### src/rtl/bank_timing_pkg.sv
package bank_timing_pkg;
    typedef enum logic [1:0] {
        OP_ACT   = 2'd0,
        OP_READ  = 2'd1,
        OP_WRITE = 2'd2,
        OP_PRE   = 2'd3
    } cmd_op_e;
endpackage

### src/rtl/bank_row_timer.sv
module bank_row_timer #(
    parameter int T_RCD     = 3,
    parameter int T_RAS_MIN = 7,
    parameter int T_RAS_MAX = 10000
) (
    input  logic clk,
    input  logic rst_n,
    input  logic open_i,
    input  logic close_i,
    output logic active_o,
    output logic rw_ok_o,
    output logic pre_ok_o,
    output logic max_hit_o
);
    localparam int CNT_W = $clog2(T_RAS_MAX + 1);

    typedef struct packed {
        logic             active;
        logic [CNT_W-1:0] age;
    } row_state_t;

    row_state_t st_d, st_q;

    always_comb begin
        st_d = st_q;
        if (open_i) begin
            st_d.active = 1'b1;
            st_d.age    = CNT_W'(1);
        end else if (close_i) begin
            st_d.active = 1'b0;
            st_d.age    = '0;
        end else if (st_q.active && (st_q.age != CNT_W'(T_RAS_MAX))) begin
            st_d.age = st_q.age + CNT_W'(1);
        end
    end

    always_ff @(posedge clk) begin
        if (!rst_n) st_q <= '0;
        else        st_q <= st_d;
    end

    assign active_o  = st_q.active;
    assign rw_ok_o   = st_q.active && (st_q.age >= CNT_W'(T_RCD));
    assign pre_ok_o  = st_q.active && (st_q.age >= CNT_W'(T_RAS_MIN));
    assign max_hit_o = st_q.active && (st_q.age == CNT_W'(T_RAS_MAX));
endmodule

### src/rtl/act_spacing_timer.sv
module act_spacing_timer #(
    parameter int T_RRD = 2
) (
    input  logic clk,
    input  logic rst_n,
    input  logic fire_i,
    output logic clear_o
);
    localparam int GAP_W = $clog2(T_RRD + 1);

    logic [GAP_W-1:0] gap_d, gap_q;

    always_comb begin
        gap_d = gap_q;
        if (fire_i)              gap_d = GAP_W'(T_RRD - 1);
        else if (gap_q != '0)    gap_d = gap_q - GAP_W'(1);
    end

    always_ff @(posedge clk) begin
        if (!rst_n) gap_q <= '0;
        else        gap_q <= gap_d;
    end

    assign clear_o = (gap_q == '0);
endmodule

### src/rtl/cmd_judge.sv
module cmd_judge
    import bank_timing_pkg::*;
#(
    parameter int NUM_BANKS = 4,
    localparam int BANK_W   = $clog2(NUM_BANKS)
) (
    input  logic                 cmd_valid,
    input  cmd_op_e              op,
    input  logic [BANK_W-1:0]    bank,
    input  logic [NUM_BANKS-1:0] active,
    input  logic [NUM_BANKS-1:0] rw_ok,
    input  logic [NUM_BANKS-1:0] pre_ok,
    input  logic                 spacing_clear,
    output logic [NUM_BANKS-1:0] open_o,
    output logic [NUM_BANKS-1:0] close_o,
    output logic                 bad_o
);
    logic [NUM_BANKS-1:0] sel;

    assign sel = NUM_BANKS'(1) << bank;

    always_comb begin
        open_o  = '0;
        close_o = '0;
        bad_o   = 1'b0;
        if (cmd_valid) begin
            unique case (op)
                OP_ACT: begin
                    if (((active & sel) == '0) && spacing_clear) open_o = sel;
                    else                                         bad_o  = 1'b1;
                end
                OP_READ, OP_WRITE: begin
                    if ((rw_ok & sel) == '0) bad_o = 1'b1;
                end
                OP_PRE: begin
                    if ((pre_ok & sel) != '0)      close_o = sel;
                    else if ((active & sel) != '0) bad_o   = 1'b1;
                end
                default: bad_o = 1'b0;
            endcase
        end
    end
endmodule

### src/rtl/bank_timing_tracker.sv
module bank_timing_tracker
    import bank_timing_pkg::*;
#(
    parameter int NUM_BANKS = 4,
    parameter int T_RCD     = 3,
    parameter int T_RRD     = 2,
    parameter int T_RAS_MIN = 7,
    parameter int T_RAS_MAX = 10000,
    localparam int BANK_W   = $clog2(NUM_BANKS)
) (
    input  logic                 clk,
    input  logic                 rst_n,
    input  logic                 cmd_valid,
    input  logic [1:0]           cmd_op,
    input  logic [BANK_W-1:0]    cmd_bank,
    output logic [NUM_BANKS-1:0] act_ready,
    output logic [NUM_BANKS-1:0] rw_ready,
    output logic [NUM_BANKS-1:0] pre_ready,
    output logic [NUM_BANKS-1:0] max_warn,
    output logic                 violation
);
    logic [NUM_BANKS-1:0] active, open_v, close_v;
    logic                 spacing_clear, bad;
    logic                 viol_d, viol_q;

    cmd_judge #(.NUM_BANKS(NUM_BANKS)) i_judge (
        .cmd_valid     (cmd_valid),
        .op            (cmd_op_e'(cmd_op)),
        .bank          (cmd_bank),
        .active        (active),
        .rw_ok         (rw_ready),
        .pre_ok        (pre_ready),
        .spacing_clear (spacing_clear),
        .open_o        (open_v),
        .close_o       (close_v),
        .bad_o         (bad)
    );

    act_spacing_timer #(.T_RRD(T_RRD)) i_spacing (
        .clk     (clk),
        .rst_n   (rst_n),
        .fire_i  (|open_v),
        .clear_o (spacing_clear)
    );

    for (genvar b = 0; b < NUM_BANKS; b++) begin : g_bank
        bank_row_timer #(
            .T_RCD     (T_RCD),
            .T_RAS_MIN (T_RAS_MIN),
            .T_RAS_MAX (T_RAS_MAX)
        ) i_row (
            .clk       (clk),
            .rst_n     (rst_n),
            .open_i    (open_v[b]),
            .close_i   (close_v[b]),
            .active_o  (active[b]),
            .rw_ok_o   (rw_ready[b]),
            .pre_ok_o  (pre_ready[b]),
            .max_hit_o (max_warn[b])
        );
    end

    always_comb viol_d = bad;

    always_ff @(posedge clk) begin
        if (!rst_n) viol_q <= 1'b0;
        else        viol_q <= viol_d;
    end

    assign act_ready = ~active & {NUM_BANKS{spacing_clear}};
    assign violation = viol_q;
endmodule

### config.mk
export PLATFORM = sky130hd
export DESIGN_NAME = bank_timing_tracker
export DESIGN_NICKNAME = d
export VERILOG_FILES = /design/src/rtl/bank_timing_pkg.sv /design/src/rtl/bank_row_timer.sv /design/src/rtl/act_spacing_timer.sv /design/src/rtl/cmd_judge.sv /design/src/rtl/bank_timing_tracker.sv
export SDC_FILE = /design/constraint.sdc
export NUM_CORES = 1
export LEC_CHECK = 0
export BUFFER_PORTS_ARGS = -buffer_cell sky130_fd_sc_hd__buf_2
export CORE_AREA = 8 8 102 104
export DETAILED_ROUTE_END_ITERATION = 7
export DIE_AREA = 0 0 110 112
export GPL_ROUTABILITY_DRIVEN = 0
export SLEW_MARGIN = 30
export SYNTH_ARGS = -nofsm -noshare
export SYNTH_HDL_FRONTEND = slang
export SYNTH_SLANG_ARGS = --single-unit
### constraint.sdc
create_clock -name clk -period 3.6 [get_ports clk]
set_input_delay 0.36 -clock clk [delete_from_list [all_inputs] [get_ports clk]]
set_output_delay 0.36 -clock clk [all_outputs]
set_load 0.01 [all_outputs]
* Word-level counts from Yosys, hierarchy flattened
Index checks and enable logic that the tools add are counted.
Operators by class: reductions and logical operators 41, $add $sub $neg 5, muxes and demuxes 29, $lt $le $gt $ge 8, shift operators 1, equal/unequal tests 11, bitwise logic cells 6
Operators with widths (count):
- 2-to-1 mux 14 bit | 8
- 2-to-1 mux 15 bit | 4
- adder 14 x 1 -> 14 bit (second input constant) | 4
- equality test 14 bit (second input constant) | 4
- >= comparator 14 x 2 -> 1 bit (second input constant) | 4
- >= comparator 14 x 3 -> 1 bit (second input constant) | 4
- != test 14 bit (second input constant) | 4
- 2-to-1 mux 4 bit | 6
- logical AND 1 bit | 17
- AND 4 bit | 4
- nonzero test 2 bit | 6
- nonzero test 3 bit | 4
- OR reduction 3 bit | 4
- 2-to-1 mux 1 bit | 10
- logical NOT 4 bit | 2
- nonzero test 4 bit | 2
- OR reduction 5 bit | 1
- equality test 2 bit (second input constant) | 2
- logical NOT 2 bit | 2
- NOT 4 bit | 1
- OR reduction 4 bit | 1
- << shifter 1 x 2 -> 4 bit (first input constant) | 1
- case mux 1 bit (3 select lines) | 1
- equality test 2 x 1 -> 1 bit (second input constant) | 1
- other kinds (4) | 4
Word-level totals: bits of input ports 7, word-level logic and storage cells 116, output and inout bits 17, register bits 63

* Logic depth before layout (Yosys ltp)
Gate-level depths: netlist of run 1.
depth in word-level cells 9, gate-level depth with buffers 8

* Hierarchy
A second synthesis of run 1 with hierarchy kept.
Second synthesis, totals: cell total of the unflattened synthesis 450, area total of the unflattened synthesis 3854.9 sq um
Modules (own cells, without submodules):
- bank_row_timer | instances 4, cells an instance 99, area an instance 853.3 sq um
- cmd_judge | instances 1, cells an instance 36, area an instance 269.0 sq um
- act_spacing_timer | instances 1, cells an instance 11, area an instance 113.9 sq um
- bank_timing_tracker | instances 1, cells an instance 7, area an instance 58.8 sq um

* Worst setup path before layout of run 1
Ideal clock, no wire load.
path kind register to register, start point register g_bank[0].i_row.st_q[3] (netlist name), end point register g_bank[3].i_row.st_q[2] (netlist name), data required time 3.536 ns, arrival 2.615 ns, path slack 0.921 ns, buffers on the path 1, cell stages (with the launch flop) 8, clock period less this slack 2.679 ns, path through dfxtp_1 -> or4_1 -> or3_4 -> o311a_4 -> o41a_1 -> a211o_2 -> buf_6 -> nor2_1
On the way: longest elaborated chain between the ends 8
RTL lines:
- start, declared | RTL line bank_row_timer.sv:22 | row_state_t st_d, st_q;
- start signal, assigned | RTL line bank_row_timer.sv:39 | else st_q <= st_d;
- >= comparator 14 x 3 -> 1 bit | RTL line bank_row_timer.sv:44 | assign pre_ok_o = st_q.active && (st_q.age >= CNT_W'(T_RAS_MIN));
- logical AND 1 bit | RTL line bank_row_timer.sv:44
- AND 4 bit | RTL line cmd_judge.sv:36 | if ((pre_ok & sel) != '0) close_o = sel;
- nonzero test 4 bit | RTL line cmd_judge.sv:36
- 2-to-1 mux 4 bit | RTL line cmd_judge.sv:36
- 2-to-1 mux 4 bit | RTL line cmd_judge.sv:27 | unique case (op)
- 2-to-1 mux 4 bit | RTL line cmd_judge.sv:26 | if (cmd_valid) begin
- OR reduction 3 bit (no line)
- end signal, assigned | RTL line bank_row_timer.sv:39
- end, declared | RTL line bank_row_timer.sv:22
No other way between the ends. A chain may end at the register's enable or synchronous reset.

* Worst setup path in the final report of run 1
start point register g_bank[0].i_row.st_q[3] (netlist name), end point register g_bank[3].i_row.st_q[1] (netlist name)
Same word-level chain as after synthesis.

==> results.rst, run 1 <==
.. list-table::
   :header-rows: 1

   * - Metric
     - Value
   * - Run status
     - completed
   * - Post-Syn Nets
     - 442
   * - Class of the tightest hold or removal check
     - primary input to register
   * - Gr ovfl total
     - 0
   * - Fraction of layout instances using a drive strength above 1
     - 12.3%
   * - Worst setup SP type
     - register
   * - Peak Freq
     - 354 MHz
   * - Number of nets in the finished design
     - around 450
   * - Maximum VDD drop
     - slightly above 0.2 mV
   * - Buffers and inverters on the worst path
     - 0
   * - Min Clock Period, post-route
     - 2.83 ns
   * - Clock tree from TritonCTS
     - done
   * - Clock buffer count from CTS
     - 9
   * - Placeable core area
     - 8890 sq um
   * - Number of instances in the synthesized netlist
     - 423
   * - RSZ-0062 raised after global routing
     - false
   * - Count of cell types in the netlist
     - 43
   * - H-tree depth
     - 3
   * - CP required
     - 3.86 ns
   * - Root cell of the clock tree
     - sky130_fd_sc_hd__clkbuf_8
   * - Number of sinks driven by the clock tree
     - 63
   * - Share of the cycle needed by the critical path after routing
     - 78.5%
   * - Via count of the first global-routing pass
     - between 2000 and 3000
   * - Count of buffers added by post-CTS timing repair for setup
     - 0
   * - Max Cap Viol
     - 0
   * - Capturing element type of the critical path
     - register
   * - All-layer global routing usage
     - 12.4%
   * - Area of the mapped netlist
     - 3450 sq um
   * - Cells along the critical path
     - or4_1 -> or3_4 -> o311a_4 -> o41a_1 -> a211o_2 -> a21oi_1
   * - WL final
     - approximately 7200 microns
   * - Number of buffers inserted by hold repair at cts
     - 0
   * - Maximum number of pins on one net before global-route repair
     - 14
   * - Number of antenna violations at the first check in global routing
     - 1
   * - Area growth from synthesis to layout
     - 9.15%
   * - Most frequent cells after synthesis
     - sky130_fd_sc_hd__nor2_1, sky130_fd_sc_hd__dfxtp_1, sky130_fd_sc_hd__nand2_1, sky130_fd_sc_hd__xor2_1
   * - Final Hold Fails
     - 0
   * - Post-synthesis async set-or-reset flop share
     - 0%
   * - Slew of the pin with the lowest slew margin
     - 0.714 ns
   * - Initial core utilization
     - between 30% and 40%
   * - Power density cells
     - 421 nW/um^2
   * - Clock latency of the later-clocked register in the worst-skew pair
     - 0.34 ns
   * - Overall die area
     - 12300 sq um
   * - Residual antenna-violating net count after detailed routing
     - 0
   * - Family of cells with the greatest summed delay on the critical path
     - compound AO/OA/AOI/OAI gates
   * - Vertical die dimension
     - ~110 microns
   * - Drt pass-1 iters
     - 4
   * - Final setup TNS
     - 0 ns
   * - Number of enable flip-flop cells after synthesis
     - 0
   * - Max stage delay on crit path
     - 0.56 ns
   * - Number of setup violations in the final report
     - 0
   * - Leading cell type by number of instances after synthesis
     - sky130_fd_sc_hd__nor2_1
   * - Placement row count
     - 35
   * - Max Transition Viols Final
     - 0
   * - Main synth FF type
     - sky130_fd_sc_hd__dfxtp_1
   * - Worst-path clk slew
     - 0.08 ns
   * - Deepest clock path buffer count
     - 2
   * - Total number of vias
     - around 2800
   * - Fraction of the yosys area taken by sequential cells
     - a little over a third
   * - Library cell with the largest summed area after synthesis
     - sky130_fd_sc_hd__dfxtp_1
   * - Top-area cell type share of the netlist area
     - 36.6%
   * - Leading cell types by total area after synthesis
     - sky130_fd_sc_hd__dfxtp_1, sky130_fd_sc_hd__nor2_1, sky130_fd_sc_hd__xor2_1
   * - Number of buffers added on ports
     - 23
   * - Slowest cell on the critical path
     - sky130_fd_sc_hd__or4_1
   * - Synthesis warning total
     - 0
   * - IO Count
     - 24
   * - Mean instance size in the synthesized netlist
     - around 8.1 sq um
   * - Maximum net fanout on the critical path
     - 13
   * - Violation count after the first detailed-routing iteration
     - 161
   * - First-pass GRT wire length
     - between 10000 and 15000 microns
   * - Utilization after layout
     - between 40% and 50%
   * - Via-to-Cell Ratio
     - 5.17
   * - Routed length per instance
     - 13.1 microns
   * - Critical path arrival
     - 3.09 ns
   * - Ant. Diodes
     - 0
   * - Post-detailed-placement half-perimeter wirelength
     - about 5000 microns
   * - Horizontal extent of the die
     - between 100 and 150 microns
   * - Worst max-slew margin expressed relative to the limit
     - 52.0%
   * - Clock tree skew after final layout
     - 0.0132 ns
   * - Number of design rule violations left after detail routing
     - 0
   * - Static leakage
     - between 1 and 1.5 nW
   * - Number of register bits inferred by synthesis
     - 63
   * - Post-cts resize count
     - 0
   * - Crit Path Class
     - register to register
[sequential cells by signal, summed over array words and instances, names as in the netlist]
signal                 cells
g_bank.i_row.st_q         56
g_bank.i_row.active_o      4
i_spacing.gap_q            2
violation                  1
[final timing paths]
path	cells past startpoint	from	to	slack [ns]
max	6	g_bank[0].i_row.st_q[3]	g_bank[3].i_row.st_q[1]	0.77
min	3	rst_n	g_bank[1].i_row.st_q[0]	0.36
max reg2reg	6	g_bank[0].i_row.st_q[3]	g_bank[3].i_row.st_q[1]	0.77
min reg2reg	2	g_bank[3].i_row.st_q[1]	g_bank[3].i_row.st_q[1]	0.50
[cell families (layout without fill, tap and decap cells)]
logic type	Yosys count	after routing	share of synthesized area (%)
AND/OR/NAND/NOR	220	220	30.4
buffers and inverters	42	57	6.53
AO/OA/AOI/OAI	31	31	7.62
flip-flops	63	63	36.6
XOR/XNOR	51	51	13.0
multiplexers	4	4	1.52
adder cells (fa/ha/maj)	12	12	4.36
[cells in the final DEF (no fill, tap or decap), drive strengths merged, types with 2 or more instances in the layout]
master and n:
nor2 98, a211o 3, inv 18, dfxtp 63, nand2b 4, xor2 32
and3 10, buf 24, nand3 13, a21oi 4, o2111ai 2, nor4 7
and4 3, ha 12, o21ai 10, clkbuf 11, nor3 15, clkinv 2
o21ba 2, o311a 2, bufinv 2, nand2 33, nand4 19, nor2b 3
or3 2, mux2i 3, xnor2 19, o41a 3, and2 8
[worst register-to-register path, delay by kind of cell (launching register included)]
family	cells	cell delay, ns
flip-flops	1	0.35
AO/OA/AOI/OAI	4	1.49
AND/OR/NAND/NOR	2	0.92
[per-layer routing]
metal  track usage, %  routed length [microns]  up-vias
li1                 -                        -     1445
met1             16.2                     3550     1336
met2             18.0                     3120       44
met3             3.47                      358       11
met4             6.31                      122        2
met5                0                        8        -
[cell type report]
cell class | count | area [sq um]
Clock buffer | 11 | 141
Clock inverter | 4 | 70.1
Fill cell | 909 | 5130
Inverter | 18 | 67.6
Multi-Input combinational cell | 318 | 1960
Sequential cell | 63 | 1260
Tap cell | 111 | 139
Timing Repair Buffer | 24 | 123
[report_power, final]
part | switching (mW) | internal [mW] | leakage, nW
sequential | 0.0149 | 0.713 | 0.508
combinational | 0.116 | 0.0701 | 0.876
clock | 0.267 | 0.403 | 0.109
total | 0.398 | 1.19 | 1.49
[stage by stage]
step	setup WS, ns	area, sq um	std cells	power, mW	hold WS (ns)
floorplan	0.921	3450	423	0.865	0.464
global placement	0.832	3550	534	0.930	0.477
detailed placement	0.800	3550	534	0.934	0.487
CTS	0.769	3760	549	1.60	0.351
global route	0.672	3760	549	1.66	0.353
finish	0.774	3760	549	1.58	0.365
Power figures use the tool's default switching activity.
==> inputs of run 2 (changes only) <==
clock period = 2.4 ns   (was 3.6 ns; I/O delays follow)
==> run 2 against run 1 <==
Wire length rose by 14%; first-iteration DRC count increased by 61%; the run now ends with setup timing left; via count increased by 4.9%; total power up 56%; sequential share of layout area shrank 3.1 points; clock skew about the same; critical path depth up 1; setup slack lost 0.97 ns; clock-buffer cell count stayed put; hold slack got worse by 0.13 ns; global-route usage is 1.7 points higher; non-clock buffer count increased by 22; critical endpoint is now g_bank[0].i_row.st_q[1].
==> results.rst, run 2 (synthesis gave the netlist of run 1 again) <==
.. list-table::
   :header-rows: 1

   * - Metric
     - Value
   * - Post-detailed-placement half-perimeter wirelength
     - 5550 microns (+8.8%)
   * - Switching Power
     - 659 uW (+66%)
   * - Fraction of layout instances using a drive strength above 1
     - 24.4% (+12 points)
   * - IO Count
     - 24 (unchanged)
   * - Critical path arrival
     - 2.87 ns (-0.22 ns)
   * - Internal Dissipation
     - 1.81 mW (+52%)
   * - Crit path setup slack, layout
     - -0.197 ns (-0.971 ns)
   * - Violation count after the first detailed-routing iteration
     - 260 (+61%)
   * - Total number of vias
     - 2977 (+4.9%)
   * - WL final
     - 8170 microns (+14%)
   * - Class of the tightest hold or removal check
     - primary input to register
   * - Drt pass-1 iters
     - 4 (unchanged)
   * - Min Clock Period, post-route
     - 2.60 ns (-0.229 ns)
   * - Number of setup violations in the final report
     - 42 (+42)
   * - Number of design rule violations left after detail routing
     - 0 (unchanged)
   * - Clock buffer count from CTS
     - 9 (unchanged)
   * - Clock tree from TritonCTS
     - done
   * - Min Hold Slack
     - 0.236 ns (-0.129 ns)
   * - Number of buffers added on ports
     - 23 (unchanged)
   * - Share of the cycle needed by the critical path after routing
     - 108% (+30 points)
   * - Worst setup SP type
     - register
   * - Via count of the first global-routing pass
     - 2891 (+10%)
   * - Via-to-Cell Ratio
     - 5.18 (+0.15%)
   * - Worst-path clk slew
     - 0.08 ns (about the same)
   * - Placement row count
     - 35 (unchanged)
   * - Horizontal extent of the die
     - 110 microns (unchanged)
   * - Portion of total power attributed to the clock network
     - 42.8% (+0.5 points)
   * - Max stage delay on crit path
     - 0.53 ns (-0.03 ns)
   * - H-tree depth
     - 3 (unchanged)
   * - Placeable core area
     - 8890 sq um (unchanged)
   * - Cells along the critical path
     - or4_4 -> or3_4 -> o311a_4 -> o41a_1 -> buf_4 -> a211o_4 -> nor2_1
   * - Peak Freq
     - 385 MHz (+8.8%)
   * - Maximum net fanout on the critical path
     - 7 (-6)
   * - Number of nets in the finished design
     - 478 (+5.5%)
   * - Portion of total power attributed to combinational logic
     - 13.1% (+1.3 points)
   * - Vertical die dimension
     - 112 microns (unchanged)
   * - Clock tree skew after final layout
     - 0.0134 ns (+0.000257 ns)
   * - Overall die area
     - 12300 sq um (unchanged)
   * - Max FFs per register
     - 56 (unchanged)
   * - RSZ-0062 raised after global routing
     - true
   * - Failing checks
     - setup timing
   * - Residual antenna-violating net count after detailed routing
     - 0 (unchanged)
   * - Max Transition Viols Final
     - 0 (unchanged)
   * - CP required
     - 2.67 ns (-1.19 ns)
   * - Worst setup slack after placement
     - -0.194 ns (-0.993 ns)
   * - Area growth from synthesis to layout
     - 20.2%
   * - Largest Register
     - g_bank.i_row.st_q
   * - Number of buffers inserted by hold repair at cts
     - 0 (unchanged)
   * - Slowest cell on the critical path
     - sky130_fd_sc_hd__or4_4
   * - Most frequent cells in the layout
     - sky130_fd_sc_hd__nor2_1, sky130_fd_sc_hd__dfxtp_1, sky130_fd_sc_hd__nand2_1
   * - Net Sw Frac
     - 26.7% (+1.6 points)
   * - Routed length per instance
     - 14.2 microns (+8.9%)
   * - Worst max-slew margin expressed relative to the limit
     - 60.1% (+8.1 points)
   * - Deepest clock path buffer count
     - 2 (unchanged)
   * - Final Hold Fails
     - 0 (unchanged)
   * - Capturing element type of the critical path
     - register
   * - Slew of the pin with the lowest slew margin
     - 0.594 ns (-0.120 ns)
   * - Max Cap Viol
     - 0 (unchanged)
   * - Gr ovfl total
     - 0 (unchanged)
   * - Part of the power in registers
     - 44.1% (-1.9 points)
   * - Number of antenna violations at the first check in global routing
     - 1 (unchanged)
   * - Power density cells
     - 595 nW/um^2 (+41%)
   * - Initial core utilization
     - 38.8% (unchanged)
   * - All-layer global routing usage
     - 14.1% (+1.7 points)
   * - Root cell of the clock tree
     - sky130_fd_sc_hd__clkbuf_8
   * - Static leakage
     - 1.61 nW (+7.7%)
   * - First-pass GRT wire length
     - 13800 microns (+12%)
   * - Final-layout fill cell count
     - 863 (-5.1%)
   * - Ant. Diodes
     - 0 (unchanged)
   * - Maximum number of pins on one net before global-route repair
     - 14 (unchanged)
   * - Number of sinks driven by the clock tree
     - 63 (unchanged)
   * - Maximum VDD drop
     - 0.324 mV (+60%)
   * - Crit Path Class
     - register to register
   * - Clock latency of the later-clocked register in the worst-skew pair
     - 0.35 ns (about the same)
   * - Leading cell type in the layout, fill and taps excluded
     - sky130_fd_sc_hd__nor2_1
   * - Run status
     - finished with violations
[run 2: final cells by class]
cell class | instances | area (sq um) | share of cell area, %
Multi-Input combinational cell | 321 | 2140 | 51.7
Sequential cell | 63 | 1260 | 30.5
Timing Repair Buffer | 46 | 309 | 7.46
Clock buffer | 11 | 141 | 3.41
Tap cell | 111 | 139 | 3.35
Clock inverter | 5 | 81.3 | 1.96
Inverter | 18 | 67.6 | 1.63
[run 2: timing repair]
action | in CTS | in global routing
setup buffers | 2 | 1
pin swaps | 33 | 18
cloned | 3 | 1
gates resized for setup | 19 | 31
hold endpoints to repair | 0 | 0
endpoints found under the setup margin | 63 | 61
[run 2: critical path: cells and delay by family (launching register included)]
kind                   cells  cell delay [ns]
AND/OR/NAND/NOR            3             0.99
AO/OA/AOI/OAI              3             1.06
flip-flops                 1             0.32
buffers and inverters      1             0.17
[run 2: worst paths after layout]
path	from	endpoint	slack, ns	depth (start not counted)
worst max-delay path	g_bank[0].i_row.st_q[7]	g_bank[0].i_row.st_q[1]	-0.20	7
worst min-delay path	rst_n	g_bank[2].i_row.st_q[0]	0.24	3
worst max register to register	g_bank[0].i_row.st_q[7]	g_bank[0].i_row.st_q[1]	-0.20	7
worst min register to register	g_bank[3].i_row.st_q[1]	g_bank[3].i_row.st_q[1]	0.52	2
[run 2: through the flow]
step / util, % / instance area, sq um / power (mW) / std cells / TNS [ns]
after global placement: 41.5 / 3690 / 1.40 / 552 / -5.67
after global routing: 46.6 / 4140 / 2.59 / 575 / -9.07
after floorplan: - / 3450 / 1.30 / 423 / -3.48
after CTS: 45.5 / 4040 / 2.48 / 573 / -5.21
final: 46.6 / 4140 / 2.46 / 575 / -6.16
after detailed placement: 41.5 / 3690 / 1.41 / 552 / -8.03
[run 2: layer usage]
layer	wire length [microns]	global-route usage, %	vias to the layer above
li1	-	-	1507
met1	3700	17.8	1396
met2	3810	21.6	61
met3	533	4.68	11
met4	128	4.68	2
met5	8	0	-
[run 2: power by group through the flow]
stage	Sequential, mW	Combinational [mW]	Clock, mW
2_1_floorplan	1.11	0.191	0
3_3_place_gp	1.11	0.293	0
3_5_place_dp	1.11	0.299	0
4_1_cts	1.09	0.320	1.08
5_1_grt	1.09	0.372	1.13
6_report	1.09	0.323	1.06
==> inputs of run 3 (changes only) <==
CAP_MARGIN = 25   (was default)
RECOVER_POWER = 25   (was default)
==> run 3 against run 2 <==
The run still ends with setup timing left; via count rose by 0.20%; first-iteration DRC count did not move; core utilization barely moved; clock-buffer cell count did not move; non-clock buffer count did not move; register-to-register slack barely moved; die area did not move; sequential share of layout area barely moved; maximum frequency barely moved; setup slack improved by 0.00062 ns.
==> results.rst, run 3 (synthesis gave the netlist of run 1 again) <==
.. list-table::
   :header-rows: 1

   * - Metric
     - Value
   * - CP required
     - 2.67 ns (about the same)
   * - WL final
     - 8170 microns (about the same)
   * - Min Clock Period, post-route
     - 2.60 ns (-0.000618 ns)
   * - Min Hold Slack
     - 0.236 ns (+0.000245 ns)
   * - Worst setup SP type
     - register
   * - Max Cap Viol
     - 0 (unchanged)
   * - Fraction of layout instances using a drive strength above 1
     - 23.9% (-0.43 points)
   * - Clock tree skew after final layout
     - 0.0134 ns (+0.000000300 ns)
   * - Deepest clock path buffer count
     - 2 (unchanged)
   * - Vertical die dimension
     - 112 microns (unchanged)
   * - Number of design rule violations left after detail routing
     - 0 (unchanged)
   * - Clock latency of the later-clocked register in the worst-skew pair
     - 0.35 ns (about the same)
   * - Critical path arrival
     - 2.87 ns (about the same)
   * - Most frequent cells in the layout
     - sky130_fd_sc_hd__nor2_1, sky130_fd_sc_hd__dfxtp_1, sky130_fd_sc_hd__nand2_1
   * - Clock tree from TritonCTS
     - done
   * - Final-layout fill cell count
     - 864 (+0.12%)
   * - RSZ-0062 raised after global routing
     - true
   * - Peak Freq
     - 385 MHz (about the same)
   * - Run status
     - finished with violations
   * - Via count of the first global-routing pass
     - 2891 (unchanged)
   * - Leading cell type in the layout, fill and taps excluded
     - sky130_fd_sc_hd__nor2_1
   * - Violation count after the first detailed-routing iteration
     - 260 (unchanged)
   * - Max Transition Viols Final
     - 0 (unchanged)
   * - Number of antenna violations at the first check in global routing
     - 1 (unchanged)
   * - Overall power consumption
     - 2.46 mW (-0.16%)
   * - Final Hold Fails
     - 0 (unchanged)
   * - Crit path setup slack, layout
     - -0.196 ns (+0.000618 ns)
   * - Number of nets in the finished design
     - 478 (unchanged)
   * - Static leakage
     - 1.60 nW (-0.39%)
   * - Number of buffers inserted by hold repair at cts
     - 0 (unchanged)
   * - Total non-filler cell area in the finished layout
     - 4140 sq um (about the same)
   * - Clock buffer count from CTS
     - 9 (unchanged)
   * - Slew of the pin with the lowest slew margin
     - 0.594 ns (unchanged)
   * - Overall die area
     - 12300 sq um (unchanged)
   * - Total number of vias
     - 2983 (+0.20%)
   * - Maximum VDD drop
     - 0.324 mV (about the same)
   * - Initial core utilization
     - 38.8% (unchanged)
   * - Residual antenna-violating net count after detailed routing
     - 0 (unchanged)
   * - Power density cells
     - 594 nW/um^2 (about the same)
   * - Number of sinks driven by the clock tree
     - 63 (unchanged)
   * - Post-detailed-placement half-perimeter wirelength
     - 5550 microns (unchanged)
   * - All-layer global routing usage
     - 14.1% (unchanged)
   * - Crit Path Class
     - register to register
   * - Capturing element type of the critical path
     - register
   * - Maximum number of pins on one net before global-route repair
     - 14 (unchanged)
   * - Via-to-Cell Ratio
     - 5.19 (+0.20%)
   * - IO Count
     - 24 (unchanged)
   * - H-tree depth
     - 3 (unchanged)
   * - Gr ovfl total
     - 0 (unchanged)
   * - Root cell of the clock tree
     - sky130_fd_sc_hd__clkbuf_8
   * - Utilization after layout
     - 46.6% (about the same)
   * - Number of setup violations in the final report
     - 42 (unchanged)
   * - Largest Register
     - g_bank.i_row.st_q
   * - Maximum net fanout on the critical path
     - 7 (unchanged)
   * - Worst max-slew margin expressed relative to the limit
     - 60.1% (unchanged)
   * - Worst-path clk slew
     - 0.08 ns (about the same)
   * - Final setup TNS
     - -6.14 ns (+0.0224 ns)
   * - Placement row count
     - 35 (unchanged)
   * - First-pass GRT wire length
     - 13800 microns (unchanged)
   * - Max FFs per register
     - 56 (unchanged)
   * - Class of the tightest hold or removal check
     - primary input to register
   * - Share of the cycle needed by the critical path after routing
     - 108% (about the same)
   * - Drt pass-1 iters
     - 4 (unchanged)
   * - Failing checks
     - setup timing
   * - Cell area after placement
     - 3690 sq um (unchanged)
   * - Ant. Diodes
     - 0 (unchanged)
   * - Horizontal extent of the die
     - 110 microns (unchanged)
   * - Placeable core area
     - 8890 sq um (unchanged)
   * - Area growth from synthesis to layout
     - 20.1% (about the same)
   * - Number of buffers added on ports
     - 23 (unchanged)
   * - Routed length per instance
     - 14.2 microns (about the same)
==> run 3: cell types whose count changed in the layout (fill, tap and decap cells not counted) <==
cell / before / now
sky130_fd_sc_hd__buf_2: 22 / 20
sky130_fd_sc_hd__clkbuf_1: 1 / 3
==> run 3: per-stage QoR <==
stage                     setup slack, ns  std cells
after floorplan                    -0.119        423
after global placement             -0.154        552
after detailed placement           -0.194        552
after CTS                          -0.163        573
after global routing               -0.241        575
final                              -0.196        575
==> run 3: worst max-delay path, stage by stage, from the launching register on <==
cell	delay [ns]
sky130_fd_sc_hd__dfxtp_2	0.32
sky130_fd_sc_hd__or4_4	0.53
sky130_fd_sc_hd__or3_4	0.35
sky130_fd_sc_hd__o311a_4	0.32
sky130_fd_sc_hd__o41a_1	0.35
sky130_fd_sc_hd__buf_4	0.17
sky130_fd_sc_hd__a211o_4	0.39
sky130_fd_sc_hd__nor2_1	0.11
==> run 3: per-layer routing <==
metal / share of wire (%) / track usage, % / wire [microns] / vias up
met5: 0.098 / 0 / 8 / -
met2: 47 / 21.6 / 3810 / 63
met1: 45 / 17.8 / 3690 / 1403
met4: 1.6 / 4.68 / 128 / 2
met3: 6.5 / 4.68 / 533 / 11
li1: - / - / - / 1504
==> run 3: worst paths after layout <==
| check | from | to | slack [ns] | cells past startpoint |
|---|---|---|---|---|
| worst max-delay path | g_bank[0].i_row.st_q[7] | g_bank[0].i_row.st_q[1] | -0.20 | 7 |
| worst min-delay path | rst_n | g_bank[2].i_row.st_q[0] | 0.24 | 3 |
| worst max register to register | g_bank[0].i_row.st_q[7] | g_bank[0].i_row.st_q[1] | -0.20 | 7 |
| worst min register to register | g_bank[3].i_row.st_q[1] | g_bank[3].i_row.st_q[1] | 0.52 | 2 |
==> run 3: cell type report <==
cell class	instances	area (sq um)	share of cell area, %
Clock inverter	5	81.3	1.96
Sequential cell	63	1260	30.5
Timing Repair Buffer	46	307	7.40
Tap cell	111	139	3.35
Multi-Input combinational cell	321	2140	51.8
Clock buffer	11	141	3.41
Inverter	18	67.6	1.63
==> run 3: where the power goes <==
group / switching, mW / internal (mW) / total, mW
sequential: 0.0165 / 1.07 / 1.09
combinational: 0.201 / 0.119 / 0.320
clock: 0.441 / 0.614 / 1.05
==> run 3: timing repair <==
item / 4_1_cts / 5_1_grt
setup endpoints to repair: 63 / 61
hold endpoints to repair: 0 / 0
pin swaps: 33 / 18
buffers inserted: 2 / 1
gates cloned: 3 / 1
resized for setup: 19 / 31
